[src/rtl/smul_pkg.sv]
package smul_pkg;

    // Default operand widths for the time-shared multiplier
    parameter int unsigned SMUL_A_W = 17;
    parameter int unsigned SMUL_B_W = 14;

    // Sequencing phases: idle, lower-half multiply, upper-half multiply
    typedef enum logic [1:0] {
        PH_IDLE = 2'd0,
        PH_LO   = 2'd1,
        PH_HI   = 2'd2
    } phase_e;

    // Widen a chunk by one bit: zero on top for the unsigned lower half,
    // sign copy for the signed upper half (7-bit chunks by default).
    function automatic logic [7:0] widen_chunk7(input logic [6:0] c, input logic is_hi);
        return {is_hi & c[6], c};
    endfunction

endpackage

[src/rtl/smul_ctrl.sv]
module smul_ctrl
    import smul_pkg::*;
(
    input  logic   clk,
    input  logic   rst,
    input  logic   start,
    output phase_e phase,
    output logic   load,
    output logic   done
);

    phase_e phase_q;
    logic   done_q;

    assign load  = start && (phase_q == PH_IDLE);
    assign phase = phase_q;
    assign done  = done_q;

    always_ff @(posedge clk) begin
        if (rst) begin
            phase_q <= PH_IDLE;
            done_q  <= 1'b0;
        end else begin
            done_q <= (phase_q == PH_HI);
            case (phase_q)
                PH_IDLE: if (start) phase_q <= PH_LO;
                PH_LO:   phase_q <= PH_HI;
                PH_HI:   phase_q <= PH_IDLE;
                default: phase_q <= PH_IDLE;
            endcase
        end
    end


    lo_then_hi_chk: assert property (@(posedge clk) disable iff (rst)
        (phase_q == PH_LO) |=> (phase_q == PH_HI));


    done_single_chk: assert property (@(posedge clk) disable iff (rst)
        done_q |=> !done_q);


    busy_start_ignored_chk: assert property (@(posedge clk) disable iff (rst)
        (start && (phase_q != PH_IDLE)) |=> (phase_q != PH_LO));

endmodule

[src/rtl/smul_slice.sv]
module smul_slice #(
    parameter int unsigned A_W  = 17,
    parameter int unsigned C_W  = 7,
    localparam int unsigned PP_W = A_W + C_W + 1
) (
    input  logic                   clk,
    input  logic                   rst,
    input  logic signed [A_W-1:0]  a,
    input  logic        [C_W-1:0]  chunk,
    input  logic                   hi_sel,
    output logic signed [PP_W-1:0] pp
);

    logic signed [C_W:0] ext;

    // Per-cycle signedness: only the upper chunk may be negative
    assign ext = $signed({hi_sel & chunk[C_W-1], chunk});
    assign pp  = PP_W'(a) * PP_W'(ext);


    lo_chunk_positive_chk: assert property (@(posedge clk) disable iff (rst)
        (!hi_sel && (chunk != '0) && (a != '0)) |-> (pp[PP_W-1] == a[A_W-1]));


    hi_chunk_sign_chk: assert property (@(posedge clk) disable iff (rst)
        (hi_sel && chunk[C_W-1] && !a[A_W-1] && (a != '0)) |-> pp[PP_W-1]);

endmodule

[src/rtl/smul_accum.sv]
module smul_accum
    import smul_pkg::*;
#(
    parameter int unsigned PP_W = 25,
    parameter int unsigned P_W  = 31,
    parameter int unsigned SH   = 7
) (
    input  logic                   clk,
    input  logic                   rst,
    input  phase_e                 phase,
    input  logic signed [PP_W-1:0] pp,
    output logic        [P_W-1:0]  prod
);

    logic signed [P_W-1:0] pp_ext;
    logic signed [P_W-1:0] lo_q;
    logic signed [P_W-1:0] prod_q;

    assign pp_ext = {{(P_W-PP_W){pp[PP_W-1]}}, pp};
    assign prod   = prod_q;

    always_ff @(posedge clk) begin
        if (rst) begin
            lo_q   <= '0;
            prod_q <= '0;
        end else begin
            if (phase == PH_LO) lo_q <= pp_ext;
            if (phase == PH_HI) prod_q <= lo_q + (pp_ext <<< SH);
        end
    end


    prod_hold_chk: assert property (@(posedge clk) disable iff (rst)
        (phase != PH_HI) |=> $stable(prod_q));

endmodule

[src/rtl/smul_ts_top.sv]
module smul_ts_top
    import smul_pkg::*;
#(
    parameter int unsigned A_W = SMUL_A_W,
    parameter int unsigned B_W = SMUL_B_W,
    localparam int unsigned C_W  = B_W / 2,
    localparam int unsigned PP_W = A_W + C_W + 1,
    localparam int unsigned P_W  = A_W + B_W
) (
    input  logic           clk,
    input  logic           rst,
    input  logic           start,
    input  logic [A_W-1:0] a_in,
    input  logic [B_W-1:0] b_in,
    output logic           done,
    output logic [P_W-1:0] product
);

    phase_e                 phase;
    logic                   load;
    logic signed [A_W-1:0]  a_q;
    logic        [B_W-1:0]  b_q;
    logic        [C_W-1:0]  chunk;
    logic                   hi_sel;
    logic signed [PP_W-1:0] pp;

    smul_ctrl u_ctrl (
        .clk   (clk),
        .rst   (rst),
        .start (start),
        .phase (phase),
        .load  (load),
        .done  (done)
    );

    always_ff @(posedge clk) begin
        if (rst) begin
            a_q <= '0;
            b_q <= '0;
        end else if (load) begin
            a_q <= a_in;
            b_q <= b_in;
        end
    end

    assign hi_sel = (phase == PH_HI);
    assign chunk  = hi_sel ? b_q[B_W-1 -: C_W] : b_q[C_W-1:0];

    smul_slice #(.A_W(A_W), .C_W(C_W)) u_slice (
        .clk    (clk),
        .rst    (rst),
        .a      (a_q),
        .chunk  (chunk),
        .hi_sel (hi_sel),
        .pp     (pp)
    );

    smul_accum #(.PP_W(PP_W), .P_W(P_W), .SH(C_W)) u_accum (
        .clk   (clk),
        .rst   (rst),
        .phase (phase),
        .pp    (pp),
        .prod  (product)
    );


    operands_frozen_chk: assert property (@(posedge clk) disable iff (rst)
        (phase != PH_IDLE) |=> ($stable(a_q) && $stable(b_q)));


    reset_clears_chk: assert property (@(posedge clk)
        rst |=> (!done && (product == '0)));


    done_after_hi_chk: assert property (@(posedge clk) disable iff (rst)
        (phase == PH_HI) |=> done);

endmodule

[config.mk]
export PLATFORM = sky130hd
export DESIGN_NAME = smul_ts_top
export DESIGN_NICKNAME = d
export VERILOG_FILES = /design/src/rtl/smul_pkg.sv /design/src/rtl/smul_ctrl.sv /design/src/rtl/smul_slice.sv /design/src/rtl/smul_accum.sv /design/src/rtl/smul_ts_top.sv
export SDC_FILE = /design/constraint.sdc
export NUM_CORES = 1
export LEC_CHECK = 0
export ABC_AREA = 0
export BUFFER_PORTS_ARGS = -buffer_cell sky130_fd_sc_hd__buf_4
export CELL_PAD_IN_SITES_DETAIL_PLACEMENT = 0
export CELL_PAD_IN_SITES_GLOBAL_PLACEMENT = 2
export CORE_ASPECT_RATIO = 1.5
export CORE_UTILIZATION = 38
export DETAILED_ROUTE_END_ITERATION = 10
export PLACE_DENSITY_LB_ADDON = 0.1
export SLEW_MARGIN = 10
export SYNTH_ARGS = -nofsm -noshare
export SYNTH_HDL_FRONTEND = slang
export SYNTH_SLANG_ARGS = --single-unit
[constraint.sdc]
create_clock -name clk -period 9.4 [get_ports clk]
set_input_delay 1.41 -clock clk [delete_from_list [all_inputs] [get_ports clk]]
set_output_delay 1.41 -clock clk [all_outputs]
set_load 0.005 [all_outputs]
==> flow_metrics.tcl <==
set metrics [dict create \
    worstSkewPairLatency_ns 0.36 \
    post_cts_buffers 0 \
    whs_ns 0.4498 \
    numPortBuffers 65 \
    numCtsBuffers 9 \
    cts-root-buf "clkbuf_16" \
    seq_area_frac_synth_pct 19.50 \
    area_delta_synth_final_pct 11.78 \
    totalWireLength_mm 22.69 \
    required_ns 9.63 \
    worstSetupEndpointType "flip-flop" \
    synthFlopType "dfxtp_1" \
    ioPinCount 66 \
    grt_pass1_wl_mm 38.25 \
    first_pass_iters 4 \
    cts_buffer_depth 2 \
    critPathArrivalTime_ns 7.85 \
    htree_levels 3 \
    combPwrFrac_pct 23.0 \
    synth_seq_cells 90 \
    die_h_um 193.0 \
    vias_per_cell 4.849 \
    synth_top_area_share_pct 23.84 \
    layout-drive-gt1-share_pct 9.021 \
    fin_crit_sh_pct 81.08 \
    track_usage_pct 19.79 \
    n_antenna_cell 0 \
    core_um2 23740 \
    grt_max_degree 86 \
    crit_fanout 17 \
    gp_congestion 0.8167 \
    cts.clk_slew.worst_paths_ns 0.07 \
    hold_buffers 0 \
    fin_worst_skew_ns 0.009744 \
    min_path_type "reg -> reg" \
    final_net_count 1386 \
    rows 69 \
    num_vias 7245 \
    worst_pin_slew_ns 0.9458 \
    antenna_found_initial 0 \
    final_core_util_pct 43.50 \
    swShare_pct 32.11 \
    async_flop_share_pct 0 \
    start_util_pct 38.91 \
    synth_top_area_cell "fa_1" \
    clkPwrFrac_pct 37.1 \
    die_x_um 129.3 \
    cts_tree "done" \
    cts_resized 0 \
    p_per_area_nw_per_um2 100.7 \
    wl_per_cell_um 15.19 \
    p_seq_share_pct 39.9 \
    synthDistinctLibCells 60 \
    synth_area_per_cell_um2 8.169 \
    fmax_ghz 0.1312 \
    p_leak_nw 4.836 \
    synth-edff-count 0 \
    power.total_mw 1.040 \
    ir_worst_vdd_v 0.00008187 \
    die_area_um2 24950 \
    start_kind "flip-flop" \
    syn_area_um2 9239 \
    dpl.hpwl_mm 18.26 \
    drc 0 \
    p_int_mw 0.7059 \
    synth_area_leaders "fa_1 24%, dfxtp_1 20%, ha_1 9.8%" \
    drt_iter0_drc 317 \
    cts.sinks 90 \
    outcome "complete, no violations" \
    grt_pass1_vias 7584 \
    drv_slew 0 \
    finalCriticalPeriod_ns 7.622 \
    hold_viol 0 \
    setup_tns_ns 0 \
    p_switching_mw 0.3339 \
    ant_nets 0 \
    syn-num-nets 1347 \
    max_slew_margin_pct 36.94 \
    maxCapViolCount 0 \
    num-fill-cells 2481 \
    synthCells 1131 \
    worstSetupPathType "reg -> reg" \
    finalSetupViolations 0 \
    grt-ovfl-total 0 \
    rsz0062_at_grt "false" \
    yosysWarningCount 0 \
]
-- critical path, cell delays in order, from the launching register on --
cell	delay (ns)
dfxtp_1	0.37
nor2b_2	0.43
nand2_1	0.37
nand2_1	0.54
nand2_1	0.15
fa_1	0.49
fa_1	0.49
inv_1	0.05
fa_1	0.47
inv_1	0.05
fa_1	0.47
inv_1	0.04
ha_1	0.32
o21ai_1	0.09
o21a_1	0.19
o31ai_1	0.55
nor4_1	0.10
o21ai_0	0.21
xor2_1	0.35
ha_1	0.33
a21o_1	0.18
a21o_1	0.17
a21oi_1	0.20
nor2_1	0.07
a2111oi_0	0.51
a31o_1	0.22
a31oi_1	0.07
-- synthesized netlist by cell type (7+ instances only) --
library cell	count
nor2_1	42
nand3_1	14
nand2b_1	12
dfxtp_1	90
nor3_1	16
xnor2_1	26
o21ai_1	7
a21oi_1	98
inv_1	163
ha_1	72
xor2_1	12
o21a_1	9
nor2b_1	40
a21o_1	14
a211oi_1	8
buf_1	10
fa_1	110
clkbuf_1	36
nand2_1	207
o21ai_0	16
and2_1	54
-- cells in the final DEF, fill, tap and decap left out, types with 12 or more instances in the layout --
master    instances
a21o_1           14
nand3_1          14
nor2b_1          39
and2_1           54
nor2_1           42
inv_1           163
o21ai_0          16
xor2_1           12
a21oi_1          98
buf_4            74
nand2_1         207
ha_1             72
fa_1            110
nand2b_1         12
nor3_1           16
xnor2_1          26
dfxtp_1          90
-- flip-flops by register name, summed over array words and instances (netlist names) --
signal        count
a_q              17
u_accum.prod     31
u_ctrl.phase      2
b_q              14
u_accum.lo_q     25
u_ctrl.done       1
-- logic make-up (layout without fill, tap and decap cells) --
| family | Yosys count | in the layout | share of synthesized area (%) |
|---|---|---|---|
| simple gates | 412 | 412 | 20.98 |
| compound gates | 196 | 196 | 13.48 |
| xor+xnor | 38 | 38 | 3.602 |
| buf+inv | 210 | 254 | 8.532 |
| mux | 3 | 3 | 0.3250 |
| fa+ha+maj | 182 | 182 | 33.59 |
| flops | 90 | 90 | 19.50 |
-- final timing paths --
check,from,end,slack [ns],depth (start not counted)
setup / recovery,u_ctrl.phase[1],u_accum.prod[30],1.78,26
hold / removal,u_accum.prod[16],u_accum.prod[16],0.45,2
setup reg to reg,u_ctrl.phase[1],u_accum.prod[30],1.78,26
hold reg to reg,u_accum.prod[16],u_accum.prod[16],0.45,2
-- metal layers --
metal / wire length (um) / vias up / global-route usage, % / share of wire [%]
met5: 0 / - / 0 / 0
met4: 370 / 0 / 5.792 / 1.6
met3: 385 / 19 / 1.959 / 1.7
met2: 11640 / 70 / 36.44 / 51
met1: 10300 / 3464 / 24.13 / 45
li1: - / 3692 / - / -
-- power by group through the flow --
| stage | Sequential (mW) | Combinational (mW) | Clock, mW |
|---|---|---|---|
| after global placement | 0.425 | 0.243 | 0 |
| after CTS | 0.416 | 0.244 | 0.404 |
| final | 0.415 | 0.239 | 0.385 |
| after detailed placement | 0.425 | 0.243 | 0 |
| after global routing | 0.418 | 0.273 | 0.417 |
| after floorplan | 0.414 | 0.176 | 0 |
-- final cells by class --
class	instances	area, um2	share of cell area [%]
Timing Repair Buffer	74	555.5	5.379
Clock inverter	6	65.06	0.6300
Multi-Input combinational cell	831	6651	64.41
Clock buffer	10	239.0	2.314
Inverter	164	615.6	5.961
Sequential cell	90	1802	17.45
Tap cell	319	399.1	3.865
-- per-stage QoR --
| step | area [um2] | instances | setup slack (ns) |
|---|---|---|---|
| after floorplan | 9239 | 1131 | 2.663 |
| after global placement | 10020 | 1478 | 1.931 |
| after detailed placement | 10020 | 1478 | 1.749 |
| after CTS | 10330 | 1494 | 1.723 |
| after global routing | 10330 | 1494 | 1.102 |
| final | 10330 | 1494 | 1.778 |
Power figures use the tool's default switching activity.
